File: config.mk
export PLATFORM = sky130hd
export DESIGN_NAME = blkcopy_engine
export DESIGN_NICKNAME = d
export VERILOG_FILES = /design/src/rtl/blkcopy_pkg.sv /design/src/rtl/copy_fsm.sv /design/src/rtl/copy_regs.sv /design/src/rtl/intr_gate.sv /design/src/rtl/blkcopy_engine.sv
export SDC_FILE = /design/constraint.sdc
export NUM_CORES = 1
export LEC_CHECK = 0
export BUFFER_PORTS_ARGS = -buffer_cell sky130_fd_sc_hd__buf_2
export CAP_MARGIN = 0
export CORE_MARGIN = 4
export CORE_UTILIZATION = 43
export CTS_BUF_LIST = sky130_fd_sc_hd__clkbuf_8
export DETAILED_ROUTE_END_ITERATION = 6
export PLACE_DENSITY = 0.74
export SYNTH_ARGS = -nofsm -noshare
export SYNTH_HDL_FRONTEND = slang
export SYNTH_SLANG_ARGS = --single-unit
File: constraint.sdc
create_clock -name clk -period 3.4 [get_ports clk]
set_input_delay 0.68 -clock clk [delete_from_list [all_inputs] [get_ports clk]]
set_output_delay 0.68 -clock clk [all_outputs]
set_load 0.1 [all_outputs]
File: src/rtl/blkcopy_pkg.sv
package blkcopy_pkg;
  typedef enum logic [1:0] {
    ST_IDLE = 2'd0,
    ST_RD   = 2'd1,
    ST_WR   = 2'd2
  } xfer_state_t;
endpackage

File: src/rtl/copy_fsm.sv
module copy_fsm
  import blkcopy_pkg::*;
#(
  parameter int CW  = 16,
  parameter int SCW = 8
) (
  input  logic          clk,
  input  logic          rst_n,
  input  logic          start,
  input  logic          cmd_long,
  input  logic [CW-1:0] cmd_cnt,
  input  logic          nmi_req,
  input  logic          last_xfer,
  output xfer_state_t   state,
  output logic          long_q,
  output logic          load,
  output logic          step,
  output logic          done,
  output logic          aborted,
  output logic          busy
);
  // Short mode keeps only the low SCW bits of the count.
  function automatic logic [CW-1:0] fit_count(input logic lng, input logic [CW-1:0] c);
    logic [CW-1:0] m;
    m = lng ? c : (c & CW'({SCW{1'b1}}));
    return m;
  endfunction

  logic cmd_zero;
  logic nmi_stop;

  assign load     = (state == ST_IDLE) && start;
  assign cmd_zero = (fit_count(cmd_long, cmd_cnt) == '0);
  assign step     = (state == ST_WR);
  assign nmi_stop = step && long_q && !last_xfer && nmi_req;
  assign busy     = (state != ST_IDLE);

  always_ff @(posedge clk) begin
    if (!rst_n) begin
      state   <= ST_IDLE;
      long_q  <= 1'b0;
      done    <= 1'b0;
      aborted <= 1'b0;
    end else begin
      done    <= 1'b0;
      aborted <= 1'b0;
      unique case (state)
        ST_IDLE: begin
          if (start) begin
            long_q <= cmd_long;
            if (cmd_zero) done  <= 1'b1;
            else          state <= ST_RD;
          end
        end
        ST_RD: state <= ST_WR;
        ST_WR: begin
          if (last_xfer) begin
            state <= ST_IDLE;
            done  <= 1'b1;
          end else if (nmi_stop) begin
            state   <= ST_IDLE;
            aborted <= 1'b1;
          end else begin
            state <= ST_RD;
          end
        end
        default: state <= ST_IDLE;
      endcase
    end
  end

  AST_WR_AFTER_RD: assert property (@(posedge clk) disable iff (!rst_n)
    (state == ST_WR) |-> ($past(state) == ST_RD));
  AST_PULSE_EXCL: assert property (@(posedge clk) disable iff (!rst_n)
    !(done && aborted));
  AST_ABORT_LONG: assert property (@(posedge clk) disable iff (!rst_n)
    aborted |-> long_q);
  AST_START_IGNORED: assert property (@(posedge clk) disable iff (!rst_n)
    (busy && start) |=> ($past(long_q) == long_q));
endmodule

File: src/rtl/copy_regs.sv
module copy_regs #(
  parameter int AW  = 16,
  parameter int CW  = 16,
  parameter int SCW = 8
) (
  input  logic          clk,
  input  logic          rst_n,
  input  logic          load,
  input  logic          step,
  input  logic          cmd_long,
  input  logic [AW-1:0] cmd_src,
  input  logic [AW-1:0] cmd_dst,
  input  logic [CW-1:0] cmd_cnt,
  output logic [AW-1:0] src_q,
  output logic [AW-1:0] dst_q,
  output logic [CW-1:0] cnt_q,
  output logic          last_xfer
);
  function automatic logic [AW-1:0] addr_next(input logic [AW-1:0] a);
    return a + AW'(1);
  endfunction

  function automatic logic [CW-1:0] cnt_next(input logic [CW-1:0] c);
    return c - CW'(1);
  endfunction

  function automatic logic [CW-1:0] cnt_load(input logic lng, input logic [CW-1:0] c);
    return lng ? c : (c & CW'({SCW{1'b1}}));
  endfunction

  assign last_xfer = (cnt_q == CW'(1));

  always_ff @(posedge clk) begin
    if (!rst_n) begin
      src_q <= '0;
      dst_q <= '0;
      cnt_q <= '0;
    end else if (load) begin
      src_q <= cmd_src;
      dst_q <= cmd_dst;
      cnt_q <= cnt_load(cmd_long, cmd_cnt);
    end else if (step) begin
      src_q <= addr_next(src_q);
      dst_q <= addr_next(dst_q);
      cnt_q <= cnt_next(cnt_q);
    end
  end

  AST_CNT_STEP: assert property (@(posedge clk) disable iff (!rst_n)
    step |=> (cnt_q == $past(cnt_q) - CW'(1)));
  AST_ADDR_STEP: assert property (@(posedge clk) disable iff (!rst_n)
    step |=> (src_q == $past(src_q) + AW'(1)) && (dst_q == $past(dst_q) + AW'(1)));
  AST_NO_UNDERFLOW: assert property (@(posedge clk) disable iff (!rst_n)
    step |-> (cnt_q != '0));
endmodule

File: src/rtl/intr_gate.sv
module intr_gate (
  input  logic busy,
  input  logic long_q,
  input  logic in_wr,
  input  logic last_xfer,
  input  logic irq_req,
  input  logic nmi_req,
  output logic irq_accept,
  output logic nmi_accept
);
  logic nmi_window;

  // The only busy window for the non-maskable request is the write clock of a
  // long-mode transfer that still leaves bytes to copy.
  assign nmi_window = long_q && in_wr && !last_xfer;
  assign irq_accept = irq_req && !busy;
  assign nmi_accept = nmi_req && (!busy || nmi_window);
endmodule

File: src/rtl/blkcopy_engine.sv
module blkcopy_engine
  import blkcopy_pkg::*;
#(
  parameter int AW  = 16,
  parameter int DW  = 8,
  parameter int CW  = 16,
  parameter int SCW = 8
) (
  input  logic          clk,
  input  logic          rst_n,
  input  logic          start,
  input  logic          cmd_long,
  input  logic [AW-1:0] cmd_src,
  input  logic [AW-1:0] cmd_dst,
  input  logic [CW-1:0] cmd_cnt,
  input  logic          nmi_req,
  input  logic          irq_req,
  output logic          mem_rd_en,
  output logic          mem_wr_en,
  output logic [AW-1:0] mem_addr,
  output logic [DW-1:0] mem_wdata,
  input  logic [DW-1:0] mem_rdata,
  output logic          busy,
  output logic          done,
  output logic          aborted,
  output logic [AW-1:0] cur_src,
  output logic [AW-1:0] cur_dst,
  output logic [CW-1:0] cur_cnt,
  output logic          irq_accept,
  output logic          nmi_accept
);
  xfer_state_t state;
  logic        long_q;
  logic        load;
  logic        step;
  logic        last_xfer;
  logic        in_rd;

  copy_fsm #(.CW(CW), .SCW(SCW)) u_fsm (
    .clk(clk), .rst_n(rst_n), .start(start), .cmd_long(cmd_long),
    .cmd_cnt(cmd_cnt), .nmi_req(nmi_req), .last_xfer(last_xfer),
    .state(state), .long_q(long_q), .load(load), .step(step),
    .done(done), .aborted(aborted), .busy(busy)
  );

  copy_regs #(.AW(AW), .CW(CW), .SCW(SCW)) u_regs (
    .clk(clk), .rst_n(rst_n), .load(load), .step(step),
    .cmd_long(cmd_long), .cmd_src(cmd_src), .cmd_dst(cmd_dst),
    .cmd_cnt(cmd_cnt), .src_q(cur_src), .dst_q(cur_dst),
    .cnt_q(cur_cnt), .last_xfer(last_xfer)
  );

  intr_gate u_gate (
    .busy(busy), .long_q(long_q), .in_wr(step), .last_xfer(last_xfer),
    .irq_req(irq_req), .nmi_req(nmi_req),
    .irq_accept(irq_accept), .nmi_accept(nmi_accept)
  );

  assign in_rd     = (state == ST_RD);
  assign mem_rd_en = in_rd;
  assign mem_wr_en = step;
  assign mem_addr  = step ? cur_dst : cur_src;
  assign mem_wdata = mem_rdata;

  AST_ONE_ACCESS: assert property (@(posedge clk) disable iff (!rst_n)
    !(mem_rd_en && mem_wr_en));
  AST_DONE_ZERO: assert property (@(posedge clk) disable iff (!rst_n)
    done |-> (cur_cnt == '0));
  AST_NO_IRQ_BUSY: assert property (@(posedge clk) disable iff (!rst_n)
    busy |-> !irq_accept);
  AST_SHORT_NMI_HELD: assert property (@(posedge clk) disable iff (!rst_n)
    (busy && !long_q) |-> !nmi_accept);
  AST_ABORT_FROM_NMI: assert property (@(posedge clk) disable iff (!rst_n)
    aborted |-> $past(nmi_accept && busy));
  AST_NMI_STOPS: assert property (@(posedge clk) disable iff (!rst_n)
    (busy && nmi_accept) |=> (!busy && aborted));
  AST_ABORT_LEFT: assert property (@(posedge clk) disable iff (!rst_n)
    aborted |-> (cur_cnt != '0));
  AST_RD_NO_NMI: assert property (@(posedge clk) disable iff (!rst_n)
    in_rd |-> !nmi_accept);
endmodule

; ---- Word level (Yosys, flattened, before mapping)
; Index checks and enable logic that the tools add are counted.
[totals]
inputBits = 62
output_inout_bits = 79
register_bits = 53
word_cells = 51
[classes]
n_reduce_logical = 16
eq_ne = 5
n_addsub = 3
n_mux = 18
n_bitwise = 2
[op_table]
columns = operator, count
row1 = 16-bit 2-to-1 mux, 8
row2 = 16-bit by 1-bit adder with 16-bit output (second input constant), 2
row3 = 16-bit by 1-bit equality test with 1-bit output (second input constant), 1
row4 = 16-bit logical NOT, 1
row5 = 16-bit by 1-bit subtractor with 16-bit output (second input constant), 1
row6 = 1-bit logical AND, 6
row7 = 2-bit 2-to-1 mux, 3
row8 = 2-bit one-hot mux with 3 select lines, 1
row9 = 1-bit 2-to-1 mux, 5
row10 = 2-bit inequality test (second input constant), 2
row11 = 2-bit AND reduction, 2
row12 = 2-bit nonzero test, 2
row13 = 3-bit OR reduction, 1
row14 = 2-bit by 1-bit equality test with 1-bit output (second input constant), 1
row15 = 2-bit equality test (second input constant), 1
row16 = 1-bit logical NOT, 2
row17 = 2-bit logical NOT, 1
row18 = 1-bit inverter, 2
row19 = 1-bit one-hot mux with 2 select lines, 1
row20 = 1-bit logical OR, 1

; ---- Logic depth before layout (Yosys ltp)
[logic_depth]
depth_word = 7
depth_mapped = 8
ltp_nobuf = 6

; ---- Modules after synthesis
; From an unflattened synthesis, not the netlist that was laid out.
[unflattened]
cells_unflattened = 389
hier_area_um2 = 3260.6
[by_module_without_submodules]
columns = mod, cells_per_inst, seq_area_each_um2, n_inst, area_per_inst_um2
row1 = copy_regs, 331, 960.9, 1, 2648.8
row2 = blkcopy_engine, 27, 0.0, 1, 315.3
row3 = copy_fsm, 28, 100.1, 1, 275.3
row4 = intr_gate, 3, 0.0, 1, 21.3

; ---- Worst setup path before layout
; OpenSTA, ideal clock, no wires.
[synth_timing]
kind = reg-to-output
start = register u_regs.cnt_q[1]
end = output nmi_accept
path_buffers = 0
slack_ps = -452
arrival_time_ps = 3172
required_time_ps = 2720
path_stages_with_launch = 6
path_cell_list = dfxtp_1 -> inv_1 -> ha_1 -> or3b_1 -> nand2_1 -> a21oi_1
[synth_via]
elab_chain_len = 5
[synth_lines]
columns = element, line_no
row1 = start: declaration, copy_regs.sv:16  ; output logic [CW-1:0] cnt_q,
row2 = start signal: assignment, copy_regs.sv:41  ; cnt_q <= cnt_load(cmd_long, cmd_cnt);
row3 = start signal: assignment, copy_regs.sv:45  ; cnt_q <= cnt_next(cnt_q);
row4 = 16-bit by 1-bit equality test with 1-bit output, copy_regs.sv:31  ; assign last_xfer = (cnt_q == CW'(1));
row5 = 1-bit logical NOT, intr_gate.sv:15  ; assign nmi_window = long_q && in_wr && !last_xfer;
row6 = 1-bit logical AND, intr_gate.sv:15
row7 = 1-bit logical OR, intr_gate.sv:17  ; assign nmi_accept = nmi_req && (!busy || nmi_window);
row8 = 1-bit logical AND, intr_gate.sv:17
row9 = end: declaration, blkcopy_engine.sv:30  ; output logic nmi_accept
; No other way between the ends.

; ---- Worst setup path in the final report
[layout_timing]
start = register u_regs.cnt_q[2]
end = output nmi_accept
; Same word-level chain as after synthesis.

==> impl_metrics.toml <==
[outcome]
status = "complete, no violations"

[yosys]
async_flop_share_pct = 0
ys.flop_type = "dfxtp_1"
synth_compound_area_share_pct = 21.2
syn_area_sq_um = 3110
synthMuxAreaShare_pct = 0.322
syn_area_per_cell_sq_um = 7.47
synth_xor_area_share_pct = 5.35
synth_fp_nets = 483
synthAdderAreaFrac_pct = 1.61
ys_types = 50
ys_seq_area_share_pct = 34.1
synth_edf_count = 0
yosys_warnings = 0
ys_seq_elements = 53
synthSimpleGateAreaFrac_pct = 31.6
synth_cells = 417
synth_top_family_by_area = "simple AND/OR/NAND/NOR gates"

[global_route]
grt_pass1_vias = 3329
grt_pass1_wl_mm = 16.7
grtUsageTotal_pct = 23.8
overflow = 0
antenna_found_initial = 0
grt_max_degree = 51

[clock_tree]
ctsRootBufferMaster = "clkbuf_8"
cts_hold_repair.buffers = 0
clockBufferDepth = 2
clk_latency_ps = 320
cts_setup_buffers = 0
cts_buffers = 5
cts_tree = "done"
cts_sinks = 53
clk_pin_slew_ps = 100
cts_resized = 0
htree_levels = 2

[timing]
final_hold_viol_count = 0
slew_headroom_pct = 43.2
period_share_pct = 87.6
finalSetupViolations = 0
final_max_slew_viol_count = 0
fmax_ghz = 0.336
finClkSkew_ps = 8.21
worst-slew-pin-transition_ps = 849
tns_ps = 0
finalCriticalPeriod_ps = 2980
rsz0062_at_grt = "false"

[flow_run]
maxCapViolCount = 0

[finish]
drive_above_1_share_pct = 29.1
layout.nets = 587
final_cell_count_no_fill = 618
area_growth_pct = 31.9
fill_cells = 697
diodes = 0

[place]
hpwl_mm = 7.56
routabilityCongestion = 0.856
io_buffers = 124
dp_cells = 610

[floorplanning]
ioPinCount = 141
start_util_pct = 45.1
coreArea_sq_um = 6910
die_area_sq_um = 8660
rows = 30
die_h_um = 93.1
fp.dieW_um = 93.1

[route]
via_per_inst = 5.72
num_vias = 3532
ant_nets = 0
wl_mm = 10.3
first_pass_iters = 5
route.detailed.drc = 0
routedWlPerCell_um = 16.7
drtIter0Drc = 288

[power]
p_leak_nw = 1.80
peakVddDrop_mv = 0.246
powerDensity_nw_per_um2 = 523

[worst_setup_path]
worstPathMaxFanout = 7
rr_worst_depth = 6
end_kind = "primary output"
r2r-start = "u_fsm.state[0]"
required_ps = 2720
critPathKind = "flop to primary output"
r2r_end = "u_regs.dst_q[5]"
critPathLaunchType = "flop"
cp.arrival_ps = 2300
r2r_slack_ps = 1120

[min_path]
hold_depth = 2
worstHoldStart = "u_fsm.long_q"
worstHoldEndpoint = "u_fsm.long_q"
hold_path.class = "flop to flop"
metrics by stage:
stage	hold slack [ps]	cell area [sq um]	worst slack (ps)	utilization [%]	total power, W
after global routing	520	4110	283	59.4	0.00223
after detailed placement	478	4010	771	58.0	0.00177
final	486	4110	421	59.4	0.00215
after floorplan	450	3120	162	-	0.00156
after global placement	471	4010	846	58.0	0.00176
after CTS	492	4110	414	59.4	0.00215
registers in the layout, summed over array words and instances, names as in the netlist:
signal         flops
u_regs.dst_q      16
u_fsm.done         1
u_regs.src_q      16
u_fsm.state        2
u_fsm.long_q       1
u_regs.cnt_q      16
u_fsm.aborted      1
logic make-up (layout without fill, tap and decap cells):
kind of cell	count (synthesis)	in the layout
adders and majority gates	4	4
and+or+nand+nor	198	198
buffers and inverters	39	144
xor gates and xnor gates	19	19
AOI/OAI and AO/OA	103	103
DFF	53	53
muxes	1	1
synth_stat cells (2+ instances only):
cell / count / area share (%)
a2111oi_2: 2 / 0.96
a211oi_1: 8 / 1.9
a21o_1: 2 / 0.48
a21oi_1: 37 / 5.9
a221oi_1: 2 / 0.56
a222oi_1: 4 / 1.3
a22oi_1: 5 / 1.2
a31oi_1: 9 / 1.8
and2_1: 6 / 1.2
and3_1: 9 / 1.8
and4_1: 4 / 1.1
buf_1: 2 / 0.24
buf_2: 4 / 0.64
buf_4: 8 / 1.9
clkbuf_1: 20 / 2.4
dfxtp_1: 53 / 34
ha_1: 4 / 1.6
inv_1: 5 / 0.60
nand2_1: 78 / 9.4
nand2b_1: 2 / 0.40
nand3_1: 18 / 2.9
nand4_1: 12 / 2.4
nor2_1: 33 / 4.0
nor3_1: 16 / 2.6
nor3_2: 2 / 0.64
nor4_1: 4 / 0.80
nor4_2: 2 / 0.80
o211ai_1: 5 / 1.2
o21ai_0: 19 / 3.1
o22ai_1: 2 / 0.40
o311ai_0: 2 / 0.56
or2_2: 2 / 0.40
or4_1: 2 / 0.48
xnor2_1: 8 / 2.3
xor2_1: 11 / 3.1
worst max path at each step:
stage,to,startpoint,depth (start not counted)
final,nmi_accept,u_regs.cnt_q[2],6
after global routing,nmi_accept,u_regs.cnt_q[2],6
after CTS,nmi_accept,u_regs.cnt_q[2],6
after detailed placement,nmi_accept,u_regs.cnt_q[2],6
after global placement,nmi_accept,u_regs.cnt_q[2],6
after floorplan,nmi_accept,u_regs.cnt_q[1],5
metal layers:
layer / up-vias / global-route usage (%) / share of wire, %
met2: 151 / 39.2 / 49
met5: - / 0 / 0
met1: 1661 / 31.3 / 43
met4: 0 / 7.33 / 1.4
li1: 1704 / - / -
met3: 16 / 4.59 / 7.2
where the power goes:
| group | leakage, nW | switching (W) | internal, W |
|---|---|---|---|
| registers | 0.436 | 0.0000840 | 0.000674 |
| clock network | 0.0512 | 0.000220 | 0.000166 |
| logic | 1.32 | 0.000765 | 0.000238 |
| total | 1.80 | 0.00107 | 0.00108 |
final cells by class:
type / instances / area [sq um] / area share, %
Sequential cell: 53 / 1060 / 25.8
Multi-Input combinational cell: 325 / 1880 / 45.8
Inverter: 5 / 18.8 / 0.457
Clock inverter: 2 / 13.8 / 0.335
Clock buffer: 6 / 82.6 / 2.01
Timing Repair Buffer: 131 / 928 / 22.6
Tap cell: 96 / 120 / 2.93
worst max-delay path, stage by stage (launching register included):
cell	delay (ps)
dfxtp_1	390
nor4_4	460
nand4_2	230
or3b_1	450
nand2_1	100
a21oi_2	50
buf_2	290
cell usage in the layout, fill, tap and decap left out, drive strengths merged, types with 2 or more instances in the layout:
cell     Yosys  routed
a222oi       4       4
nor4         7       7
o21ai       19      19
nor2        33      33
and4         4       4
a21oi       37      37
dfxtp       53      53
ha           4       4
clkinv       0       2
o311ai       2       2
or2          2       2
or4          2       2
nor3        18      18
inv          5       5
or3b         2       2
and3         9       9
nand2b       2       2
a31oi        9       9
a211oi       8       8
a2111oi      2       2
a22oi        5       5
nand4       13      13
and2         6       6
clkbuf      20       6
a221oi       2       2
o211ai       5       5
xnor2        8       8
nand2       78      78
a21o         2       2
nand3       18      18
nor3b        2       2
o22ai        2       2
xor2        11      11
buf         14     131
Power figures use the tool's default switching activity.
